==> src/rtl/arb_pkg.sv <==
package arb_pkg;

    localparam int DEF_MASTERS = 3;

    typedef enum logic [1:0] {
        ST_IDLE     = 2'd0,
        ST_WAIT_GNT = 2'd1,
        ST_OWNED    = 2'd2
    } arb_state_e;

    function automatic int wrap_inc(input int idx, input int count);
        return (idx + 1 >= count) ? 0 : idx + 1;
    endfunction

endpackage

==> src/rtl/rr_picker.sv <==
module rr_picker #(
    parameter int N     = arb_pkg::DEF_MASTERS,
    parameter int IDX_W = (N > 1) ? $clog2(N) : 1
) (
    input  logic [N-1:0]     req,
    input  logic [IDX_W-1:0] start,
    output logic             found,
    output logic [IDX_W-1:0] win
);
    always_comb begin
        found = 1'b0;
        win   = '0;
        for (int k = 0; k < N; k++) begin
            automatic int c = int'(start) + k;
            if (c >= N) c = c - N;
            if (!found && req[c]) begin
                found = 1'b1;
                win   = IDX_W'(c);
            end
        end
    end
endmodule

==> src/rtl/owner_ctrl.sv <==
module owner_ctrl
    import arb_pkg::*;
#(
    parameter int N     = arb_pkg::DEF_MASTERS,
    parameter int IDX_W = (N > 1) ? $clog2(N) : 1
) (
    input  logic             clk,
    input  logic             rst,
    input  logic [N-1:0]     req,
    input  logic             ext_gnt_n,
    input  logic             pick_found,
    input  logic [IDX_W-1:0] pick_idx,
    output logic [IDX_W-1:0] search_start,
    output logic [IDX_W-1:0] owner,
    output logic             busy,
    output logic             ext_req_n
);
    arb_state_e       state_q, state_d;
    logic [IDX_W-1:0] owner_q, owner_d;
    logic [IDX_W-1:0] ptr_q, ptr_d;
    logic [IDX_W-1:0] after_owner;

    assign after_owner  = IDX_W'(wrap_inc(int'(owner_q), N));
    assign busy         = (state_q != ST_IDLE);
    assign owner        = owner_q;
    assign search_start = busy ? after_owner : ptr_q;

    always_comb begin
        state_d = state_q;
        owner_d = owner_q;
        ptr_d   = ptr_q;
        case (state_q)
            ST_IDLE: begin
                if (pick_found) begin
                    owner_d = pick_idx;
                    state_d = ST_WAIT_GNT;
                end
            end
            default: begin
                if (!req[owner_q]) begin
                    ptr_d = after_owner;
                    if (pick_found) begin
                        owner_d = pick_idx;
                        state_d = ext_gnt_n ? ST_WAIT_GNT : ST_OWNED;
                    end else begin
                        state_d = ST_IDLE;
                    end
                end else if (state_q == ST_WAIT_GNT && !ext_gnt_n) begin
                    state_d = ST_OWNED;
                end
            end
        endcase
    end

    always_ff @(posedge clk) begin
        if (rst) begin
            state_q   <= ST_IDLE;
            owner_q   <= '0;
            ptr_q     <= '0;
            ext_req_n <= 1'b1;
        end else begin
            state_q   <= state_d;
            owner_q   <= owner_d;
            ptr_q     <= ptr_d;
            ext_req_n <= (state_d == ST_IDLE);
        end
    end
endmodule

==> src/rtl/grant_fwd.sv <==
module grant_fwd #(
    parameter int N     = arb_pkg::DEF_MASTERS,
    parameter int IDX_W = (N > 1) ? $clog2(N) : 1
) (
    input  logic             busy,
    input  logic [IDX_W-1:0] owner,
    input  logic [N-1:0]     req,
    input  logic             ext_gnt_n,
    output logic [N-1:0]     gnt
);
    for (genvar i = 0; i < N; i++) begin : g_bit
        assign gnt[i] = busy && !ext_gnt_n && req[i] && (owner == IDX_W'(i));
    end
endmodule

==> src/rtl/bus_req_arbiter.sv <==
module bus_req_arbiter #(
    parameter int N     = arb_pkg::DEF_MASTERS,
    parameter int IDX_W = (N > 1) ? $clog2(N) : 1
) (
    input  logic         clk,
    input  logic         rst,
    input  logic [N-1:0] mst_req,
    output logic [N-1:0] mst_gnt,
    output logic         ext_req_n,
    input  logic         ext_gnt_n
);
    logic             pick_found;
    logic [IDX_W-1:0] pick_idx;
    logic [IDX_W-1:0] search_start;
    logic [IDX_W-1:0] owner;
    logic             busy;

    rr_picker #(.N(N), .IDX_W(IDX_W)) picker_i (
        .req   (mst_req),
        .start (search_start),
        .found (pick_found),
        .win   (pick_idx)
    );

    owner_ctrl #(.N(N), .IDX_W(IDX_W)) ctrl_i (
        .clk          (clk),
        .rst          (rst),
        .req          (mst_req),
        .ext_gnt_n    (ext_gnt_n),
        .pick_found   (pick_found),
        .pick_idx     (pick_idx),
        .search_start (search_start),
        .owner        (owner),
        .busy         (busy),
        .ext_req_n    (ext_req_n)
    );

    grant_fwd #(.N(N), .IDX_W(IDX_W)) fwd_i (
        .busy      (busy),
        .owner     (owner),
        .req       (mst_req),
        .ext_gnt_n (ext_gnt_n),
        .gnt       (mst_gnt)
    );
endmodule

==> config.mk <==
export PLATFORM = sky130hd
export DESIGN_NAME = bus_req_arbiter
export DESIGN_NICKNAME = d
export VERILOG_FILES = /design/src/rtl/arb_pkg.sv /design/src/rtl/rr_picker.sv /design/src/rtl/owner_ctrl.sv /design/src/rtl/grant_fwd.sv /design/src/rtl/bus_req_arbiter.sv
export SDC_FILE = /design/constraint.sdc
export NUM_CORES = 1
export LEC_CHECK = 0
export CAP_MARGIN = 0
export CORE_MARGIN = 2
export CORE_UTILIZATION = 40
export DETAILED_ROUTE_END_ITERATION = 8
export GPL_TIMING_DRIVEN = 0
export MAX_ROUTING_LAYER = met4
export PLACE_DENSITY_LB_ADDON = 0.12
export SETUP_SLACK_MARGIN = 0.05
export SLEW_MARGIN = 10
export SYNTH_ARGS = -nofsm -noshare
export SYNTH_HDL_FRONTEND = slang
export SYNTH_SLANG_ARGS = --single-unit
==> constraint.sdc <==
create_clock -name clk -period 3.01 [get_ports clk]
set_input_delay 0.7525 -clock clk [delete_from_list [all_inputs] [get_ports clk]]
set_output_delay 0.7525 -clock clk [all_outputs]
set_load 0.02 [all_outputs]
# Word-level counts from Yosys, hierarchy flattened

Index checks and enable logic that the tools add are counted.

Register bits after elaboration: 7
Latch bits: 0
Memory bits (writable): 0
ROM bits: 0
Bits of input ports: 6
Output and inout bits: 4
Logic and storage cells: 73
Memories kept: 0

Add/sub/neg operators: 6
Multiply operators: 0
Divide/modulo/power cells: 0
Magnitude comparators: 8
Eq/ne operators: 4
Shift operators: 0
Muxes and demuxes: 31
Bitwise logic cells: 2
Reduce and logical (&&, ||, !) cells: 18

Operators by type and width:

| operator                                                            | number |
|---|---|
| less-than comparator 32 x 4 -> 1 bit (second input constant)        | 3 |
| two-way mux 32 bit                                                  | 3 |
| greater-or-equal comparator 32 x 3 -> 1 bit (second input constant) | 2 |
| subtractor 32 x 3 -> 32 bit (second input constant)                 | 2 |
| two-way mux 2 bit                                                   | 14 |
| logical AND 1 bit                                                   | 10 |
| two-way mux 1 bit                                                   | 10 |
| binary-select mux 1 bit (select 2 bit)                              | 4 |
| adder 2 x 1 -> 3 bit (second input constant)                        | 2 |
| zero test 2 bit                                                     | 3 |
| == test 2 x 1 -> 1 bit (second input constant)                      | 2 |
| adder 2 x 2 -> 3 bit (second input constant)                        | 1 |
| greater-or-equal comparator 3 x 2 -> 1 bit (second input constant)  | 1 |
| zero test 1 bit                                                     | 3 |
| less-than comparator 2 x 3 -> 1 bit (second input constant)         | 1 |
| subtractor 2 x 2 -> 3 bit (second input constant)                   | 1 |
| == test 2 bit (second input constant)                               | 1 |
| greater-or-equal comparator 2 bit (second input constant)           | 1 |
| inequality test 2 bit (second input constant)                       | 1 |
| inverter 1 bit                                                      | 2 |
| AND reduction 2 bit                                                 | 1 |
| nonzero test 2 bit                                                  | 1 |

# Longest topological paths before layout

Gate-level depths: netlist (run 1).

Word-level depth: 20
Gate-level depth with buffers: 10
Gate-level depth less buffers: 10

# Cells and area by module

From an unflattened synthesis (run 1), not the netlist that was laid out.

Cell total of the unflattened synthesis: 82
Area total of the unflattened synthesis: 713.2 um^2

By module, submodules not included:

| module     | times used | cells an instance | area an instance (um^2) | seq. area each (um^2) |
|---|---|---|---|---|
| owner_ctrl | 1          | 44                | 406.6                   | 140.1 |
| rr_picker  | 1          | 32                | 251.5                   | 0.0 |
| grant_fwd  | 1          | 6                 | 55.1                    | 0.0 |

# Least setup slack after synthesis (run 1)

OpenSTA, ideal clock, no wires.

Path type: flip-flop to flip-flop
Start point: register ctrl_i.state_q[0]
End point: register ctrl_i.state_q[1]
Arrival: 2.046 ns
Required time: 2.878 ns
Path slack: 0.832 ns
Cell stages (with the launch flop): 10
Period minus slack after synthesis: 2.178 ns
Cell sequence: dfxtp_1 or2_4 mux2_2 ha_1 a22o_1 a21oi_1 mux2i_2 or2_4 o21ai_2 a211oi_2

Cells in the longest elaborated chain, start to end: 17

Ends and longest elaborated chain:

| item                                                                                 | line             | RTL |
|---|---|---|
| start: declaration                                                                   | owner_ctrl.sv:18 | `arb_state_e state_q, state_d;` |
| start signal: assignment                                                             | owner_ctrl.sv:62 | `state_q <= state_d;` |
| parallel branches: the longest is 16 deep, another holds subtractor 32 x 3 -> 32 bit | n/a              |  |
| two-way mux 2 bit (*)                                                                | owner_ctrl.sv:32 | `case (state_q)` |

Mark *: on every way between the ends. The select of a mux whose other input is x is not followed.
A chain may end at the register's enable or synchronous reset.

# Worst setup path after layout (run 1)

Start point: input port mst_req[1]
End point: output port mst_gnt[1]

Cells in the longest elaborated chain, start to end: 2

Ends and longest elaborated chain:

| item                            | line                 | RTL |
|---|---|---|
| start: declaration              | bus_req_arbiter.sv:7 | `input logic [N-1:0] mst_req,` |
| logical AND 1 bit (2 in series) | grant_fwd.sv:12      | `assign gnt[i] = busy && !ext_gnt_n && req[i] && (owner == IDX_W'(i));` |
| end: declaration                | bus_req_arbiter.sv:8 | `output logic [N-1:0] mst_gnt,` |

Every way passes these cells.

==> results of run 1 <==
==> kinds of logic after synthesis <==
| kind of cell | count (synthesis) | synth area share, % |
|---|---|---|
| muxes | 6 | 11.82 |
| buffers and inverters | 3 | 2.045 |
| AOI/OAI and AO/OA | 24 | 32.05 |
| adders and majority gates | 2 | 4.545 |
| DFF | 7 | 25.45 |
| and+or+nand+nor | 24 | 24.09 |
==> cell type report <==
cell class	instances	share of cell area, %
Clock buffer	4	3.839
Inverter	3	1.645
Multi-Input combinational cell	56	58.32
Sequential cell	7	20.48
Tap cell	15	2.742
Timing Repair Buffer	9	12.98
==> stage by stage <==
stage	instance area (um^2)	power, mW	util, %	cells
after detailed placement	659.4	0.6412	50.67	90
after global placement	659.4	0.6369	50.67	90
final	684.4	0.7215	52.60	94
after CTS	684.4	0.7281	52.60	94
after floorplan	550.5	0.5475	-	66
after global routing	684.4	0.7909	52.60	94
==> registers in the layout (all words and copies together), names as in the netlist <==
| signal | count |
|---|---|
| ctrl_i.state_q | 2 |
| ctrl_i.ptr_q | 2 |
| ctrl_i.owner | 2 |
| ctrl_i.ext_req_n | 1 |
==> placed cells by master, fill, tap and decap left out, types with 3 or more instances in the layout <==
cell type / synthesis / layout
dfxtp_1: 7 / 7
nand2_1: 5 / 5
inv_1: 3 / 3
a21oi_1: 6 / 6
nor2_1: 7 / 7
mux2i_1: 4 / 4
o21ai_1: 3 / 3
clkdlybuf4s50_1: 0 / 8
clkbuf_4: 0 / 3
nor3_1: 3 / 3
==> power breakdown <==
group | switching (mW) | internal (mW) | leakage (nW)
Clock | 0.0323 | 0.0504 | 0.0150
Combinational | 0.257 | 0.224 | 0.208
Sequential | 0.0337 | 0.124 | 0.0578
==> layer usage <==
metal,track usage (%),up-vias
met5,-,-
met4,0,0
met3,9.783,0
met2,27.34,9
met1,20.00,246
li1,-,273
==> how the worst min path moves through the flow <==
stage | start | to | slack (ns) | depth (start not counted)
2_1_floorplan | ctrl_i.state_q[0] | ctrl_i.state_q[0] | 0.50 | 2
3_3_place_gp | ctrl_i.state_q[1] | ctrl_i.state_q[1] | 0.54 | 2
3_5_place_dp | ctrl_i.state_q[1] | ctrl_i.state_q[1] | 0.54 | 2
4_1_cts | ctrl_i.state_q[1] | ctrl_i.state_q[1] | 0.54 | 2
5_1_grt | ctrl_i.state_q[1] | ctrl_i.state_q[1] | 0.58 | 2
6_report | ctrl_i.state_q[1] | ctrl_i.state_q[1] | 0.55 | 2
==> critical path: cells and delay by family <==
kind	cells	cell delay, ns
AND/OR/NAND/NOR	1	0.18
buffers and inverters	2	1.18
==> metrics.txt, run 1 <==
DRC=0; later-pin clock latency in the skew report=approximately 0.25 ns; post-synth cell types=28; CTS tree=done; Max-Cap Viols=0; YS warnings=0; post-synthesis cell area=550.5 um^2; area fraction of the dominant cell type after synthesis=between 20 and 30%; post_cts resized=1; RR Endpoint=ctrl_i.state_q[1]; number of flops mapped to enable cells by yosys=0; row count=13; die area=roughly 0.0017 mm^2; worst-path maximum fanout=7; status=completed; core area=0.001301 mm^2; top routing layer in use=met3; synthesized net count=74; Place WS=about 0.027 ns; postcts setup bufs=0; final hold slack=roughly 0.55 ns; number of vias per cell=around 5.6; Area growth syn-to-layout=24.32%; WL met3=around 40 um; worst reg2reg path depth=9; clk_skew=roughly 0.0019 ns; Avg Inst Size Synth=8.341 um^2; critical-path cell list=clkdlybuf4s50_1 > and3_1 > clkdlybuf4s50_1; Register Area=140.1 um^2; first-pass GRT wire length=~1800 um; Most Frequent Cell on Critical Path=clkdlybuf4s50_1; largest area contributor in the netlist=dfxtp_1; Clock Tree Root=clkbuf_4; Final Cycle Share=approximately 95%; CTS sink cnt=7; Cells after Synth=66; Least-Margin Pin Slew=roughly 0.44 ns; M1 WL=554 um; PwrDens=approximately 1100 mW/mm^2; FILL cells=~140; all-layer global routing usage=17.16%; LEAKAGE=between 0.2 and 0.3 nW; vias=approximately 530; top post-synthesis cells by area=dfxtp_1, mux2i_1, a21oi_1; CP peak stage delay=roughly 0.6 ns; gpl congestion=~0.73; IO buf count=9; Max clock buf depth=2; fraction of layout cells with a size suffix above 1=between 15 and 20%; final setup TNS=0 ns; Starting DRT DRC Count=13; crit path time final=approximately 2.9 ns; vias in the first global route=450; largest net degree at the start of global routing=8; post-detailed-route count of antenna-violating nets=0; First-pass DRT Iterations=4; initial antenna violation count=0; Initial Util=between 40 and 50%; top-level port count=10; Die Wd=roughly 40 um; #FFs+latches synth=7; Reg clk slew, reported paths=0.05 ns; Worst Setup EP=mst_gnt[1]; Top FF cell, synth=dfxtp_1; grt ovf=0; Fmax=0.3482 GHz; Setup crit end kind=output port; r2r setup slk=about 0.7 ns; VDD IR max=413.3 uV; synth cell count leaders=dfxtp_1, nor2_1, a21oi_1, nand2_1, mux2i_1; PnR worst setup slack=0.1377 ns; DIE HEIGHT=roughly 40 um; n_diodes=0; WL met2=between 500 and 600 um; total CTS buffers=3; Worst Setup Start Kind=input port; final hold vios=0; multi-input combinational cell area=~400 um^2; Final HPWL DP=920.5 um; final slew viol count=0; Critical Path AT=2.12 ns; Layout Nets=88; CP Launch Point=mst_req[1]; total number of H-tree levels=1; slowest CP cell=clkdlybuf4s50_1; reg-to-reg startpoint=ctrl_i.state_q[1]; final setup fails=0; kind of critical path=in2out; register area share after synthesis=approximately a quarter; Worst Path Required=2.26 ns; asr flop ratio synth=0%; HP Class=reg2reg; Routed wire per std cell=between 10 and 15 um; hold_buf cts=0; RSZ-0062 raised after global routing=false; slew margin rel.=a little over two thirds; wirelength, routed=~1100 um
Power figures use the tool's default switching activity.
==> inputs of run 2 (changes only) <==
- CAP_MARGIN: 0 -> not set
- CELL_PAD_IN_SITES_DETAIL_PLACEMENT: not set -> 2
- CELL_PAD_IN_SITES_GLOBAL_PLACEMENT: not set -> 2
- CORE_UTILIZATION: 40 -> 29
==> metrics.txt, run 2 (same netlist as run 1, synthesis figures left out) <==
grt ovf=0 (unchanged); FILL cells=211 (was 139); Initial Util=31.21% (was 42.31%); Worst Path Required=2.26 ns (about the same); top-level port count=10 (unchanged); PwrDens=1056 mW/mm^2 (was 1054 mW/mm^2); First-pass DRT Iterations=3 (was 4); commonest cells after routing, fill and taps aside=nor2_1, dfxtp_1, a21oi_1, clkdlybuf4s50_1, nand2_1 (was clkdlybuf4s50_1, nor2_1, dfxtp_1, a21oi_1, nand2_1); Max-Cap Viols=0 (unchanged); wirelength, routed=1465 um (was 1137 um); Int Power=0.3981 mW (was 0.3982 mW); row count=15 (was 13); VDD IR max=379.8 uV (was 413.3 uV); Clock Tree Root=clkbuf_4 (unchanged); LEAKAGE=0.3170 nW (was 0.2809 nW); clock network fraction of total power=11.5% (about the same); Die Wd=47.57 um (was 41.10 um); die area=0.002263 mm^2 (was 0.001689 mm^2); Worst Setup Start Kind=input port (unchanged); Place WS=-0.02448 ns (was 0.02665 ns); final setup TNS=0 ns (unchanged); HP Class=reg2reg (unchanged); Least-Margin Pin Slew=0.4341 ns (was 0.4429 ns); vias in the first global route=525 (was 450); PnR worst setup slack=0.2864 ns (was 0.1377 ns); n_diodes=0 (unchanged); later-pin clock latency in the skew report=0.25 ns (about the same); status=completed (unchanged); total CTS buffers=3 (unchanged); all-layer global routing usage=16.05% (was 17.16%); first-pass GRT wire length=2456 um (was 1828 um); kind of critical path=in2out (unchanged); RSZ-0062 raised after global routing=false (unchanged); worst-path maximum fanout=6 (was 7); Starting DRT DRC Count=7 (was 13); Net Sw Power=0.3431 mW (was 0.3233 mW); crit path time final=2.724 ns (was 2.872 ns); hold_buf cts=0 (unchanged); Layout Nets=88 (unchanged); total power=0.7412 mW (was 0.7215 mW); CTS tree=done (unchanged); initial antenna violation count=0 (unchanged); Area growth syn-to-layout=27.50% (was 24.32%); Fmax=0.3672 GHz (was 0.3482 GHz); gpl congestion=0.7308 (was 0.7285); Reg clk slew, reported paths=0.06 ns (was 0.05 ns); post-detailed-route count of antenna-violating nets=0 (unchanged); Final Cycle Share=90.48% (was 95.43%); slew margin rel.=70.87% (was 70.28%); IO buf count=9 (unchanged); non-filler cells, final=104 (was 94); DRC=0 (unchanged); Final HPWL DP=1235 um (was 920.5 um); total number of H-tree levels=1 (unchanged); Critical Path AT=1.97 ns (was 2.12 ns); Routed wire per std cell=14.09 um (was 12.10 um); fraction of layout cells with a size suffix above 1=16.46% (unchanged); final slew viol count=0 (unchanged); Setup crit end kind=output port (unchanged); Comb pwr share=67.0% (was 66.7%); placed insts=100 (was 90); core area=0.001764 mm^2 (was 0.001301 mm^2); final hold vios=0 (unchanged); vias=545 (was 528); largest net degree at the start of global routing=8 (unchanged); Max clock buf depth=2 (unchanged); number of vias per cell=5.240 (was 5.617); clk_skew=0.004637 ns (was 0.001852 ns); CTS sink cnt=7 (unchanged); final setup fails=0 (unchanged); share of power burned in registers=21.5% (was 21.8%); DIE HEIGHT=47.57 um (was 41.10 um); Sw Ratio=46.29% (was 44.81%)
run 2: area by class of cell:
cell class	instances	area [um^2]	share of cell area (%)
clock buffers	4	26.28	3.743
inverters	3	11.26	1.604
multi-input cells	56	399.1	56.86
flip-flops and latches	7	140.1	19.96
well taps	25	31.28	4.456
repair buffers	9	93.84	13.37
run 2: worst paths after layout:
path                startpoint           endpoint  slack, ns  depth (start not counted)
min          ctrl_i.state_q[0]  ctrl_i.state_q[0]       0.55                          2
min reg2reg  ctrl_i.state_q[0]  ctrl_i.state_q[0]       0.55                          2
max reg2reg  ctrl_i.state_q[1]  ctrl_i.state_q[1]       0.63                          9
max                 mst_req[2]         mst_gnt[2]       0.29                          4
run 2: power groups by stage:
stage	combinational [mW]	sequential, mW	clock (mW)
floorplan	0.391	0.156	0
global placement	0.493	0.158	0
detailed placement	0.504	0.161	0
CTS	0.506	0.159	0.0914
global route	0.557	0.164	0.0977
finish	0.496	0.160	0.0852
run 2: timing repair:
item / 4_1_cts / 5_1_grt
setup endpoints to repair: 1 / 2
buffers inserted: 0 / 0
resized for setup: 1 / 2
run 2: per-layer routing:
metal  GRT usage [%]  share of wire, %  vias to the layer above
met5               -                 0                        -
met4           3.243                 0                        0
met3           5.660               2.0                        0
met2           24.32                48                        5
met1           20.67                50                      265
li1                -                 -                      275
run 2: stage by stage:
stage                     util, %  instance area, um^2  hold slack [ns]
after global routing        39.79                701.9           0.5841
after floorplan                 -                550.5           0.4992
after detailed placement    38.09                671.9           0.5460
final                       39.79                701.9           0.5512
after global placement      38.09                671.9           0.5270
after CTS                   39.50                696.9           0.5542
run 2: worst max-delay path, cell delays in order:
cell and delay, ns:
clkdlybuf4s50_1 0.58, nand3b_1 0.13, nor3_1 0.15, dlygate4sd2_1 0.35
